## config.mk

```make
export PLATFORM = sky130hd
export DESIGN_NAME = ffr_top
export DESIGN_NICKNAME = d
export VERILOG_FILES = /design/src/rtl/ffr_pkg.sv /design/src/rtl/ffr_addr_chk.sv /design/src/rtl/ffr_op_chk.sv /design/src/rtl/ffr_vec_chk.sv /design/src/rtl/ffr_top.sv
export SDC_FILE = /design/constraint.sdc
export NUM_CORES = 1
export LEC_CHECK = 0
export ABC_AREA = 1
export CELL_PAD_IN_SITES_DETAIL_PLACEMENT = 0
export CELL_PAD_IN_SITES_GLOBAL_PLACEMENT = 1
export CORE_AREA = 4 4 41 43
export DETAILED_ROUTE_END_ITERATION = 6
export DIE_AREA = 0 0 45 47
export DONT_BUFFER_PORTS = 1
export GPL_TIMING_DRIVEN = 1
export PLACE_DENSITY = 0.49
export SYNTH_ARGS = -nofsm -noshare
export SYNTH_HDL_FRONTEND = slang
export SYNTH_SLANG_ARGS = --single-unit
```

## constraint.sdc

```tcl
create_clock -name clk -period 1.39 [get_ports clk]
set_clock_uncertainty 0.15 [all_clocks]
set_input_delay 0.139 -clock clk [delete_from_list [all_inputs] [get_ports clk]]
set_output_delay 0.139 -clock clk [all_outputs]
set_load 0.02 [all_outputs]
```

## src/rtl/ffr_pkg.sv

```systemverilog
package ffr_pkg;

    // Cause vector carried to the reset sequencer: bit2 mon, bit1 addr, bit0 op
    typedef struct packed {
        logic mon;
        logic addr;
        logic op;
    } ffr_cause_t;

    localparam int CAUSE_W = $bits(ffr_cause_t);
    localparam logic [7:0] ERASED_BYTE = 8'hFF;

    localparam ffr_cause_t CAUSE_NONE = '{mon: 1'b0, addr: 1'b0, op: 1'b0};

    function automatic logic cause_any(input ffr_cause_t c);
        return c.mon | c.addr | c.op;
    endfunction

    function automatic ffr_cause_t cause_merge(input logic op_f,
                                               input logic addr_f,
                                               input logic mon_f);
        ffr_cause_t c;
        c.op   = op_f;
        c.addr = addr_f;
        c.mon  = mon_f;
        return c;
    endfunction

endpackage

```

## src/rtl/ffr_addr_chk.sv

```systemverilog
module ffr_addr_chk #(
    parameter int                ADDR_W   = 16,
    parameter logic [ADDR_W-1:0] FLASH_LO = 16'hC000,
    parameter logic [ADDR_W-1:0] FLASH_HI = 16'hFFFF,
    parameter logic [ADDR_W-1:0] RAM_LO   = 16'h0060,
    parameter logic [ADDR_W-1:0] RAM_HI   = 16'h035F
) (
    input  logic              bus_vld,
    input  logic              bus_is_op,
    input  logic [ADDR_W-1:0] bus_addr,
    output logic              fault
);
    logic in_flash;
    logic in_ram;
    logic mapped;

    always_comb begin
        in_flash = (bus_addr >= FLASH_LO) && (bus_addr <= FLASH_HI);
        in_ram   = (bus_addr >= RAM_LO)   && (bus_addr <= RAM_HI);
        mapped   = in_flash | in_ram;
        // only an opcode fetch is held against the map
        fault    = bus_vld & bus_is_op & ~mapped;
    end

    always_comb begin
        if (bus_vld && !bus_is_op)
            AST_DATA_READ_SILENT: assert (!fault);
    end

endmodule

```

## src/rtl/ffr_op_chk.sv

```systemverilog
module ffr_op_chk #(
    parameter bit HALT_ILLEGAL = 1'b1
) (
    input  logic dec_vld,
    input  logic dec_illegal,
    input  logic dec_halt,
    output logic fault
);
    logic halt_bad;

    generate
        if (HALT_ILLEGAL) begin : g_halt_off
            // stop mode disabled: the halt instruction is an illegal opcode
            assign halt_bad = dec_halt;
        end else begin : g_halt_on
            assign halt_bad = 1'b0;
        end
    endgenerate

    assign fault = dec_vld & (dec_illegal | halt_bad);

    always_comb begin
        if (!dec_vld)
            AST_DECODE_GATED: assert (!fault);
    end

endmodule

```

## src/rtl/ffr_vec_chk.sv

```systemverilog
module ffr_vec_chk
    import ffr_pkg::*;
#(
    parameter int DATA_W = 8
) (
    input  logic              clk,
    input  logic              srst,
    input  logic              vec_stb,
    input  logic              vec_lo,
    input  logic [DATA_W-1:0] bus_data,
    output logic              fault
);
    localparam logic [DATA_W-1:0] ERASED = {DATA_W{1'b1}};

    logic hi_erased_q;
    logic byte_erased;

    assign byte_erased = (bus_data == ERASED);

    // remember whether the high vector byte read erased
    always_ff @(posedge clk) begin
        if (srst)
            hi_erased_q <= 1'b0;
        else if (vec_stb && !vec_lo)
            hi_erased_q <= byte_erased;
    end

    assign fault = vec_stb & vec_lo & byte_erased & hi_erased_q;

    AST_VEC_NEED_LOW_ERASED: assert property (@(posedge clk) disable iff (srst)
        (vec_stb && vec_lo && !byte_erased) |-> !fault);

    AST_VEC_NEED_HIGH_ERASED: assert property (@(posedge clk) disable iff (srst)
        (vec_stb && !vec_lo && !byte_erased) |=> !(vec_lo && fault));

endmodule

```

## src/rtl/ffr_top.sv

```systemverilog
module ffr_top
    import ffr_pkg::*;
#(
    parameter int                ADDR_W       = 16,
    parameter int                DATA_W       = 8,
    parameter logic [ADDR_W-1:0] FLASH_LO     = 16'hC000,
    parameter logic [ADDR_W-1:0] FLASH_HI     = 16'hFFFF,
    parameter logic [ADDR_W-1:0] RAM_LO       = 16'h0060,
    parameter logic [ADDR_W-1:0] RAM_HI       = 16'h035F,
    parameter bit                HALT_ILLEGAL = 1'b1
) (
    input  logic               clk,
    input  logic               rst,
    input  logic               por_rst,
    input  logic               bus_vld,
    input  logic               bus_is_op,
    input  logic [ADDR_W-1:0]  bus_addr,
    input  logic [DATA_W-1:0]  bus_data,
    input  logic               vec_rd,
    input  logic               vec_lo,
    input  logic               dec_vld,
    input  logic               dec_illegal,
    input  logic               dec_halt,
    output logic               rst_req,
    output logic [CAUSE_W-1:0] rst_cause,
    output logic               force_mon
);
    logic       any_rst;
    logic       vec_stb;
    logic       addr_fault;
    logic       op_fault;
    logic       mon_fault;
    ffr_cause_t cause_d;
    ffr_cause_t cause_q;
    logic       force_q;

    assign any_rst = rst | por_rst;
    assign vec_stb = bus_vld & vec_rd;

    ffr_addr_chk #(
        .ADDR_W   (ADDR_W),
        .FLASH_LO (FLASH_LO),
        .FLASH_HI (FLASH_HI),
        .RAM_LO   (RAM_LO),
        .RAM_HI   (RAM_HI)
    ) u_addr (
        .bus_vld   (bus_vld),
        .bus_is_op (bus_is_op),
        .bus_addr  (bus_addr),
        .fault     (addr_fault)
    );

    ffr_op_chk #(
        .HALT_ILLEGAL (HALT_ILLEGAL)
    ) u_op (
        .dec_vld     (dec_vld),
        .dec_illegal (dec_illegal),
        .dec_halt    (dec_halt),
        .fault       (op_fault)
    );

    ffr_vec_chk #(
        .DATA_W (DATA_W)
    ) u_vec (
        .clk      (clk),
        .srst     (any_rst),
        .vec_stb  (vec_stb),
        .vec_lo   (vec_lo),
        .bus_data (bus_data),
        .fault    (mon_fault)
    );

    assign cause_d = cause_merge(op_fault, addr_fault, mon_fault);

    always_ff @(posedge clk) begin
        if (any_rst)
            cause_q <= CAUSE_NONE;
        else
            cause_q <= cause_d;
    end

    // sticky monitor request: survives system reset, cleared by power-on only
    always_ff @(posedge clk) begin
        if (por_rst)
            force_q <= 1'b0;
        else if (!rst && mon_fault)
            force_q <= 1'b1;
    end

    assign rst_req   = cause_any(cause_q);
    assign rst_cause = cause_q;
    assign force_mon = force_q;

    AST_ADDR_FAULT: assert property (@(posedge clk) disable iff (any_rst)
        (bus_vld && bus_is_op &&
         !((bus_addr >= FLASH_LO) && (bus_addr <= FLASH_HI)) &&
         !((bus_addr >= RAM_LO) && (bus_addr <= RAM_HI)))
        |=> (rst_req && rst_cause[1]));

    AST_DATA_NO_ADDR: assert property (@(posedge clk) disable iff (any_rst)
        (bus_vld && !bus_is_op) |=> !rst_cause[1]);

    AST_ILLEGAL_OP: assert property (@(posedge clk) disable iff (any_rst)
        (dec_vld && dec_illegal) |=> (rst_req && rst_cause[0]));

    AST_HALT_OP: assert property (@(posedge clk) disable iff (any_rst)
        (dec_vld && dec_halt && HALT_ILLEGAL) |=> rst_cause[0]);

    AST_NO_DECODE: assert property (@(posedge clk) disable iff (any_rst)
        !dec_vld |=> !rst_cause[0]);

    AST_MON_SETS_FLAG: assert property (@(posedge clk) disable iff (any_rst)
        rst_cause[2] |-> force_mon);

    AST_FORCE_STICKY: assert property (@(posedge clk) disable iff (por_rst)
        force_mon |=> force_mon);

    AST_IDLE_BUS: assert property (@(posedge clk) disable iff (any_rst)
        !bus_vld |=> !(rst_cause[1] || rst_cause[2]));

    AST_REQ_FALLS: assert property (@(posedge clk) disable iff (any_rst)
        (!bus_vld && !dec_vld) |=> !rst_req);

endmodule

```

# Word-level counts from Yosys, hierarchy flattened
# Cells that the tools add are included.
# totals
register_bits	5
inputBits	34
output_inout_bits	5
elab_cells	29
# op_classes
magnitude_cmp	4
n_eq_ne	1
bitwise	13
n_reduce_logical	6
# ops
operator	count
$ge 16x16->1 const B	1
$ge 16x7->1 const B	1
$le 16x10->1 const B	1
$le 16x16->1 const B	1
$eq 8x8->1 const B	1
$and 1x1->1	7
$or 1x1->1	5
$logic_and 1x1->1	4
$logic_not 1->1	2
$not 1->1	1

# Longest topological paths before layout
# Gate-level depths: netlist (run 1).
# logic_depth
depth_word	5
ltp_mapped	6

# Hierarchy
# Synthesis (run 1) repeated with hierarchy kept, for this count alone.
# hier_totals
cells_unflattened	56
hier_area_um2	312.8
# modules_own_cells
mod	n_inst	cells_per_inst	area_each_um2	seq_area_each_um2
ffr_top	1	20	147.6	80.1
ffr_vec_chk	1	16	86.3	20.0
ffr_addr_chk	1	17	67.6	0.0
ffr_op_chk	1	3	11.3	0.0

# Worst setup path after synthesis (run 1)
# No wires, ideal clock.
# synth_timing
kind	flip-flop to output port
from	register cause_q (netlist bit rst_cause[1])
to	output port rst_req
arrival_ns	0.833
required_time_ns	1.101
slack_ns	0.268
stages_incl_launch_ff	2
path_buffers	0
path_cell_list	dfxtp_1 -> or3_1
# synth_via
elab_chain_len	2
# synth_rtl
element	line	source
from (decl)	ffr_top.sv:34	ffr_cause_t cause_q;
from (signal assigned)	ffr_top.sv:79	cause_q <= cause_d;
$or 1x1->1 (2 in a row)	ffr_pkg.sv:16	return c.mon | c.addr | c.op;
to (decl)	ffr_top.sv:24	output logic rst_req,
# No other way between the ends.

# Worst setup path in the final report (run 1)
# Ends and elaborated chain as after synthesis.

==> metrics.yaml, run 1 <==
vias: 339
hpwl_um: 592
path_buf_inv: 0
synth_cell_types: 13
die_area_sq_mm: 0.00212
finalWirelength_um: 856
yosysSeqAreaShare_pct: 37.2
grt_pass1_vias: 353
coreArea_sq_mm: 0.00130
die_h_um: 47
grt_overflow: 0
drtPass1Iterations: 1
worstPathRequired_ps: 1100
critical-path-top-delay-family: "simple AND/OR/NAND/NOR gates"
cellLeakagePower_nw: 0.196
critical-path-slowest-cell: "or3_4"
dr.first_iter.drc_count: 0
final_layout_size_suffix_gt1_share_pct: 7.94
grt_pass1_wl_mm: 1.41
rsz0062_at_grt: "false"
place_ws_ps: 250
max_freq_mhz: 741
hold_start: "bus_data[6]"
nets: 98
cpPeakStageDelay_ps: 450
holdPathStages: 4
std_cell_rows: 13
finalSetupTns_ps: 0
layout_setup_ws_ps: 41.2
die_w_um: 45
clkTransAtPathRegs_ps: 40
crit_type: "reg -> out"
hold_end: "rst_cause[2]"
total_power_uw: 382
final_cell_mix: "nand2_1, dlygate4sd3_1, nor2_1, dfxtp_1"
hold_class: "in -> reg"
irDropWorstVdd_v: 0.000387
syn_nets: 79
worstSetupStartpointType: "flop"
port_buffers: 0
synthesis.area_sq_um: 269
grt_use_total_pct: 10.1
end_kind: "output pin"
yosys_warnings: 0
holdWs_ps: 2.85
htree_levels: 1
cts.sinks: 5
wl_per_cell_um: 11.0
grt_max_degree: 4
areaGrowthSynthToFinish_pct: 70.7
antenna_found_initial: 0
cp_max_fo: 2
status: "finished clean"
yosys.area.top_type_share_pct: 37.2
cp.arrival_ps: 1060
clk_latency_ps: 240
initial_core_util_pct: 20.7
layout_commonest_cell: "nand2_1"
diodes: 0
cts_root_buffer: "clkbuf_4"
synth_area_leaders: "dfxtp_1, nand2_1, nor2_1"
maxSlewViolCount: 0
slew_headroom_pct: 84.4
hold_viol_final: 0
p_per_area_mw_per_mm2: 832
place.gp.congestion: 0.630
synth_cells: 45
drc: 0
syn_avg_cell_area_sq_um: 5.98
period_needed_ps: 1350
cts_tree: "yes"
synth_largest_area_cell: "dfxtp_1"
numCtsBuffers: 3
setup_viol_count_final: 0
antenna_left: 0
fin_crit_sh_pct: 97.0
crit_chain: "or3_4"
tightest_slew_ps: 233
rr_worst_depth: 4
reg2reg_to: "force_mon"
clockBufferDepth: 2
maxCapViolCount: 0
r2r_start: "u_vec.hi_erased_q"
via_per_inst: 4.35
postCtsSetupRepairBufs: 0
synth_seq_cells: 5
ff2ff_setup_slack_ps: 540
ios: 39
## cell type report
class / instances / area (sq um)
fillers: 154 / 842
multi-input cells: 37 / 163
repair buffers: 14 / 140
flip-flops and latches: 5 / 100
clock buffers: 4 / 26.3
well taps: 15 / 18.8
inverters: 3 / 11.3
## layer usage
metal,track usage (%),wire [um],vias to the layer above
met1,9.32,278,145
li1,-,-,177
met2,16.7,464,17
met5,0,0,-
met3,8.43,112,0
met4,3.51,0,0
## where the power goes
part	switching, mW	internal [mW]
Combinational	0.0241	0.0381
Clock	0.0616	0.109
Sequential	0.00341	0.146
Total	0.0891	0.293
## synthesized netlist by cell type
cell	count
o21ai_0	1
a21oi_1	1
dfxtp_1	5
o21ai_1	1
nand4_1	1
nand2_1	16
nor3_1	1
o21bai_1	1
inv_1	3
nor2_1	11
nand3_1	2
or3_1	1
nor2_2	1
## worst register-to-register path: stages (launching register included)
cell     delay (ps)
dfxtp_1         320
nand2_1          50
nor2_1           80
nand2_1          70
o21ai_1         120
## stage by stage
stage | area (sq um) | cells | util (%)
floorplan | 269 | 45 | -
CTS | 459 | 78 | 35.3
global placement | 288 | 60 | 22.1
detailed placement | 288 | 60 | 22.1
finish | 459 | 78 | 35.3
global route | 459 | 78 | 35.3
## worst max-delay path by stage
stage,from,slack [ps],endpoint,cells after the start
2_1_floorplan,rst_cause[1],270,rst_req,1
3_3_place_gp,rst_cause[1],250,rst_req,1
3_5_place_dp,rst_cause[1],250,rst_req,1
4_1_cts,rst_cause[1],30,rst_req,1
5_1_grt,rst_cause[1],8,rst_req,1
6_report,rst_cause[1],40,rst_req,1
## timing repair
action | 4_1_cts | 5_1_grt
hold endpoints to repair | 5 | 0
resized for setup | 1 | 0
setup endpoints to repair | 1 | 0
hold buffers | 14 | 0
## sequential cells by signal, indices dropped and copies added, names as in the netlist
name / flops
u_vec.hi_erased_q: 1
force_mon: 1
rst_cause: 3
## cell families after synthesis
family          after synthesis  synth area share (%)
flops                         5                  37.2
compound gates                4                  8.37
buf+inv                       3                  4.19
simple gates                 33                  50.2
Note: power is estimated with default switching activity, not from simulation.
==> run 2, diff against run 1 <==
--- a/config.mk
+++ b/config.mk
@@ -8,2 +8,3 @@
 export ABC_AREA = 1
+export CAP_MARGIN = 20
 export CELL_PAD_IN_SITES_DETAIL_PLACEMENT = 0
==> constraint.sdc (replaced) <==
create_clock -name clk -period 1.39 [get_ports clk]
set_clock_uncertainty 0.15 [all_clocks]
set_input_delay 0.0695 -clock clk [delete_from_list [all_inputs] [get_ports clk]]
set_output_delay 0.0695 -clock clk [all_outputs]
set_load 0.02 [all_outputs]
==> run 2 against run 1 <==
Net effect: non-clock buffer count increased by 10; sequential power about the same; core utilization grew 7.7 points; die area stayed put; hold slack better by 10 ps; register-to-register slack about the same; setup slack improved by 15 ps; clock-buffer cell count stayed put; clock power about the same; via count up 12%; first-iteration DRC count increased by 1; largest power group unchanged.
==> metrics.yaml, run 2 (synthesized netlist as in run 1, its figures left out) <==
status: "finished clean"
cellLeakagePower_nw: 0.243
nets: 108
irDropWorstVdd_v: 0.000397
port_buffers: 0
antenna_found_initial: 0
die_area_sq_mm: 0.00212
tightest_slew_ps: 238
ios: 39
std_cell_rows: 13
vias: 378
p_per_area_mw_per_mm2: 720
dpl.cell_count: 60
post-route-cell-area_sq_um: 559
grt_max_degree: 4
place.gp.congestion: 0.630
areaGrowthSynthToFinish_pct: 108
cp.arrival_ps: 1110
largest_reg_flops: 3
clk_latency_ps: 240
maxCapViolCount: 0
die_h_um: 47
finalSetupTns_ps: 0
grt_pass1_wl_mm: 1.75
placed_cell_area_sq_um: 288
cpPeakStageDelay_ps: 500
max_freq_mhz: 750
dr.first_iter.drc_count: 1
crit_type: "reg -> out"
htree_levels: 1
critical-path-top-delay-family: "simple AND/OR/NAND/NOR gates"
fin_cells: 88
hpwl_um: 593
total_power_uw: 403
worstPathRequired_ps: 1170
hold_viol_final: 0
period_needed_ps: 1330
wl_per_cell_um: 11.2
grt_overflow: 0
layout_commonest_cell: "dlygate4sd3_1"
antenna_left: 0
finalWirelength_um: 989
fin_util_pct: 43.0
clkTransAtPathRegs_ps: 40
grt_use_total_pct: 12.2
postCtsSetupRepairBufs: 0
clockBufferDepth: 2
hold_class: "in -> reg"
final_layout_size_suffix_gt1_share_pct: 6.85
grt_pass1_vias: 419
cts_root_buffer: "clkbuf_4"
crit_chain: "or3_1"
path_buf_inv: 0
final_cell_mix: "dlygate4sd3_1, nand2_1, nor2_1, dfxtp_1"
diodes: 0
die_w_um: 45
cts.sinks: 5
end_kind: "output pin"
maxSlewViolCount: 0
via_per_inst: 4.30
initial_core_util_pct: 20.7
drtPass1Iterations: 2
critical-path-slowest-cell: "or3_1"
cts_tree: "yes"
worstSetupStartpointType: "flop"
coreArea_sq_mm: 0.00130
numCtsBuffers: 3
slew_headroom_pct: 84.1
setup_viol_count_final: 0
fin_crit_sh_pct: 96.0
drc: 0
rsz0062_at_grt: "false"
cp_max_fo: 2
==> run 2: per-stage QoR <==
stage                     hold slack (ps)  setup WS, ps
after floorplan                     -3.71           338
after global placement               1.02           319
after detailed placement           -0.224           319
after CTS                            12.2          53.9
after global routing                 41.9          12.1
final                                13.0          56.1
==> run 2: layer usage <==
metal	track usage [%]	share of wire [%]	vias to the layer above
met1	11.4	32	164
li1	-	-	197
met2	21.2	57	17
met4	3.51	0	0
met3	8.81	11	0
met5	0	0	-
==> run 2: final cells by class <==
| class | instances | area, sq um |
|---|---|---|
| multi-input combinational | 37 | 163 |
| timing repair buffer | 24 | 240 |
| inverter | 3 | 11.3 |
| fill | 150 | 742 |
| tap | 15 | 18.8 |
| sequential | 5 | 100 |
| clock buffer | 4 | 26.3 |
==> run 2: path summary, 6_finish.rpt <==
path / start / end / slack [ps] / cells after the start
worst min-delay path: bus_addr[5] / rst_cause[1] / 10 / 6
worst min register to register: u_vec.hi_erased_q / rst_cause[2] / 390 / 4
worst max-delay path: rst_cause[1] / rst_req / 60 / 1
worst max register to register: u_vec.hi_erased_q / force_mon / 540 / 4
==> run 2: repair_timing <==
| item | CTS | global route |
|---|---|---|
| hold buffers | 24 | 0 |
| endpoints found under the setup margin | 0 | 1 |
| gates resized for setup | 0 | 1 |
| endpoints found under the hold margin | 5 | 0 |
==> run 2: where the power goes <==
group	switching (mW)	leakage, nW	internal [mW]
clock	0.0600	0.0150	0.109
combinational	0.0297	0.187	0.0549
sequential	0.00348	0.0405	0.146
==> run 3, diff against run 2 <==
CORE_AREA = 2 2 39 41   (was 4 4 41 43)
DIE_AREA = 0 0 41 43   (was 0 0 45 47)
HOLD_SLACK_MARGIN = 0.03   (was not set)
==> run 3 against run 2 <==
Net effect: sequential share of layout area about the same; clock power about the same; hold slack better by 25 ps; power decreased by 0.72%; setup slack better by 17 ps; combinational power about the same; first-iteration DRC count grew to 8.0 times the previous value; cell count is 1.1% higher; critical path depth is the same; register-to-register slack hardly changed; critical path type unchanged; largest cell class unchanged; highest routed layer unchanged.
==> metrics.yaml, run 3 (synthesized netlist as in run 1, its figures left out) <==
drtPass1Iterations: 4
path_buf_inv: 0
finalWirelength_um: 907
vias: 373
drc: 0
combPwrFrac_pct: 21.1
clkTransAtPathRegs_ps: 40
max_freq_mhz: 759
initial_core_util_pct: 19.4
p_switching_uw: 90.2
maxCapViolCount: 0
grt_pass1_wl_mm: 1.41
place.gp.congestion: 0.603
slew_headroom_pct: 84.7
dr.first_iter.drc_count: 8
endpoint: "rst_req"
finalSetupTns_ps: 0
maxSlewViolCount: 0
largest_reg_flops: 3
fin_crit_sh_pct: 94.8
period_needed_ps: 1320
nets: 108
numCtsBuffers: 3
hold_viol_final: 0
via_per_inst: 4.19
clockBufferDepth: 2
grt_pass1_vias: 360
layout_commonest_cell: "dlygate4sd3_1"
p_seq_share_pct: 37.4
critical-path-slowest-cell: "or3_1"
port_buffers: 0
cp_max_fo: 2
htree_levels: 1
hold_class: "in -> reg"
rr_worst_depth: 4
fillers: 143
critical-path-top-delay-family: "simple AND/OR/NAND/NOR gates"
coreArea_sq_mm: 0.00138
grt_use_total_pct: 11.6
tightest_slew_ps: 229
p_int_uw: 310
final_cell_mix: "dlygate4sd3_1, nand2_1, nor2_1, dfxtp_1"
clock_power_share_pct: 41.5
cts_tree: "yes"
cp.arrival_ps: 1100
crit_chain: "or3_1"
end_kind: "output pin"
worstPathRequired_ps: 1170
dpl.cell_count: 61
setup_viol_count_final: 0
grt_overflow: 0
cpPeakStageDelay_ps: 490
rsz0062_at_grt: "false"
ff2ff_setup_slack_ps: 530
p_per_area_mw_per_mm2: 717
die_area_sq_mm: 0.00176
crit_type: "reg -> out"
std_cell_rows: 14
clk_latency_ps: 240
startpoint: "rst_cause[1]"
status: "finished clean"
cp_num_cells: 1
final_layout_size_suffix_gt1_share_pct: 5.48
antenna_left: 0
die_h_um: 43
cellLeakagePower_nw: 0.250
irDropWorstVdd_v: 0.000165
diodes: 0
reg2reg_to: "force_mon"
areaGrowthSynthToFinish_pct: 107
r2r_start: "u_vec.hi_erased_q"
fin_cells: 89
hpwl_um: 491
cts.sinks: 5
swShare_pct: 22.5
die_w_um: 41
grt_max_degree: 4
cts_root_buffer: "clkbuf_4"
wl_per_cell_um: 10.2
worstSetupStartpointType: "flop"
ios: 39
antenna_found_initial: 0
## run 3: timing repair
item,in CTS,in global routing
hold endpoints to repair,5,0
endpoints found under the setup margin,0,1
setup buffers,0,0
hold buffers,24,0
resized for setup,0,1
## run 3: power by group through the flow
stage	sequential, mW	clock [mW]	combinational (mW)
detailed placement	0.152	0	0.0264
finish	0.150	0.166	0.0843
global placement	0.152	0	0.0258
global route	0.150	0.177	0.0924
CTS	0.150	0.175	0.0821
floorplan	0.152	0	0.0227
## run 3: through the flow
step	area, sq um	hold WS (ps)	utilization, %	setup slack [ps]	total power, mW
global placement	289	-0.430	20.9	320	0.178
global route	558	63.9	40.3	44.0	0.419
finish	558	37.8	40.3	72.7	0.400
CTS	556	34.4	40.1	55.8	0.406
detailed placement	289	-0.682	20.9	321	0.179
floorplan	269	-3.71	-	338	0.175
## run 3: layer usage
layer	global-route usage (%)	part of all wire [%]	wire [um]	vias up
li1	-	-	-	197
met1	11.8	34	312	159
met2	20.9	59	535	17
met3	1.57	6.6	60	0
met4	6.00	0	0	0
met5	0	0	0	-
## run 3: worst reg2reg max path: stages (launching register included)
cell and delay, ps:
dfxtp_1 320, nand2_1 50, nor2_1 80, nand2_1 70, o21ai_1 120
## run 3: cell type report
cell class	count	area (sq um)	share of cell area, %
repair buffers	24	243	43.5
multi-input cells	37	158	28.3
flip-flops and latches	5	100	17.9
clock buffers	4	26.3	4.71
well taps	16	20.0	3.59
inverters	3	11.3	2.02
## run 3: worst min-delay path by stage
stage	from	slack [ps]	cells past startpoint	to
after global routing	bus_addr[5]	60	5	rst_cause[1]
final	bus_addr[5]	40	5	rst_cause[1]
after detailed placement	por_rst	-0.7	1	rst_cause[0]
after CTS	bus_addr[5]	30	5	rst_cause[1]
after global placement	por_rst	-0.4	1	rst_cause[0]
after floorplan	por_rst	-4	1	rst_cause[0]
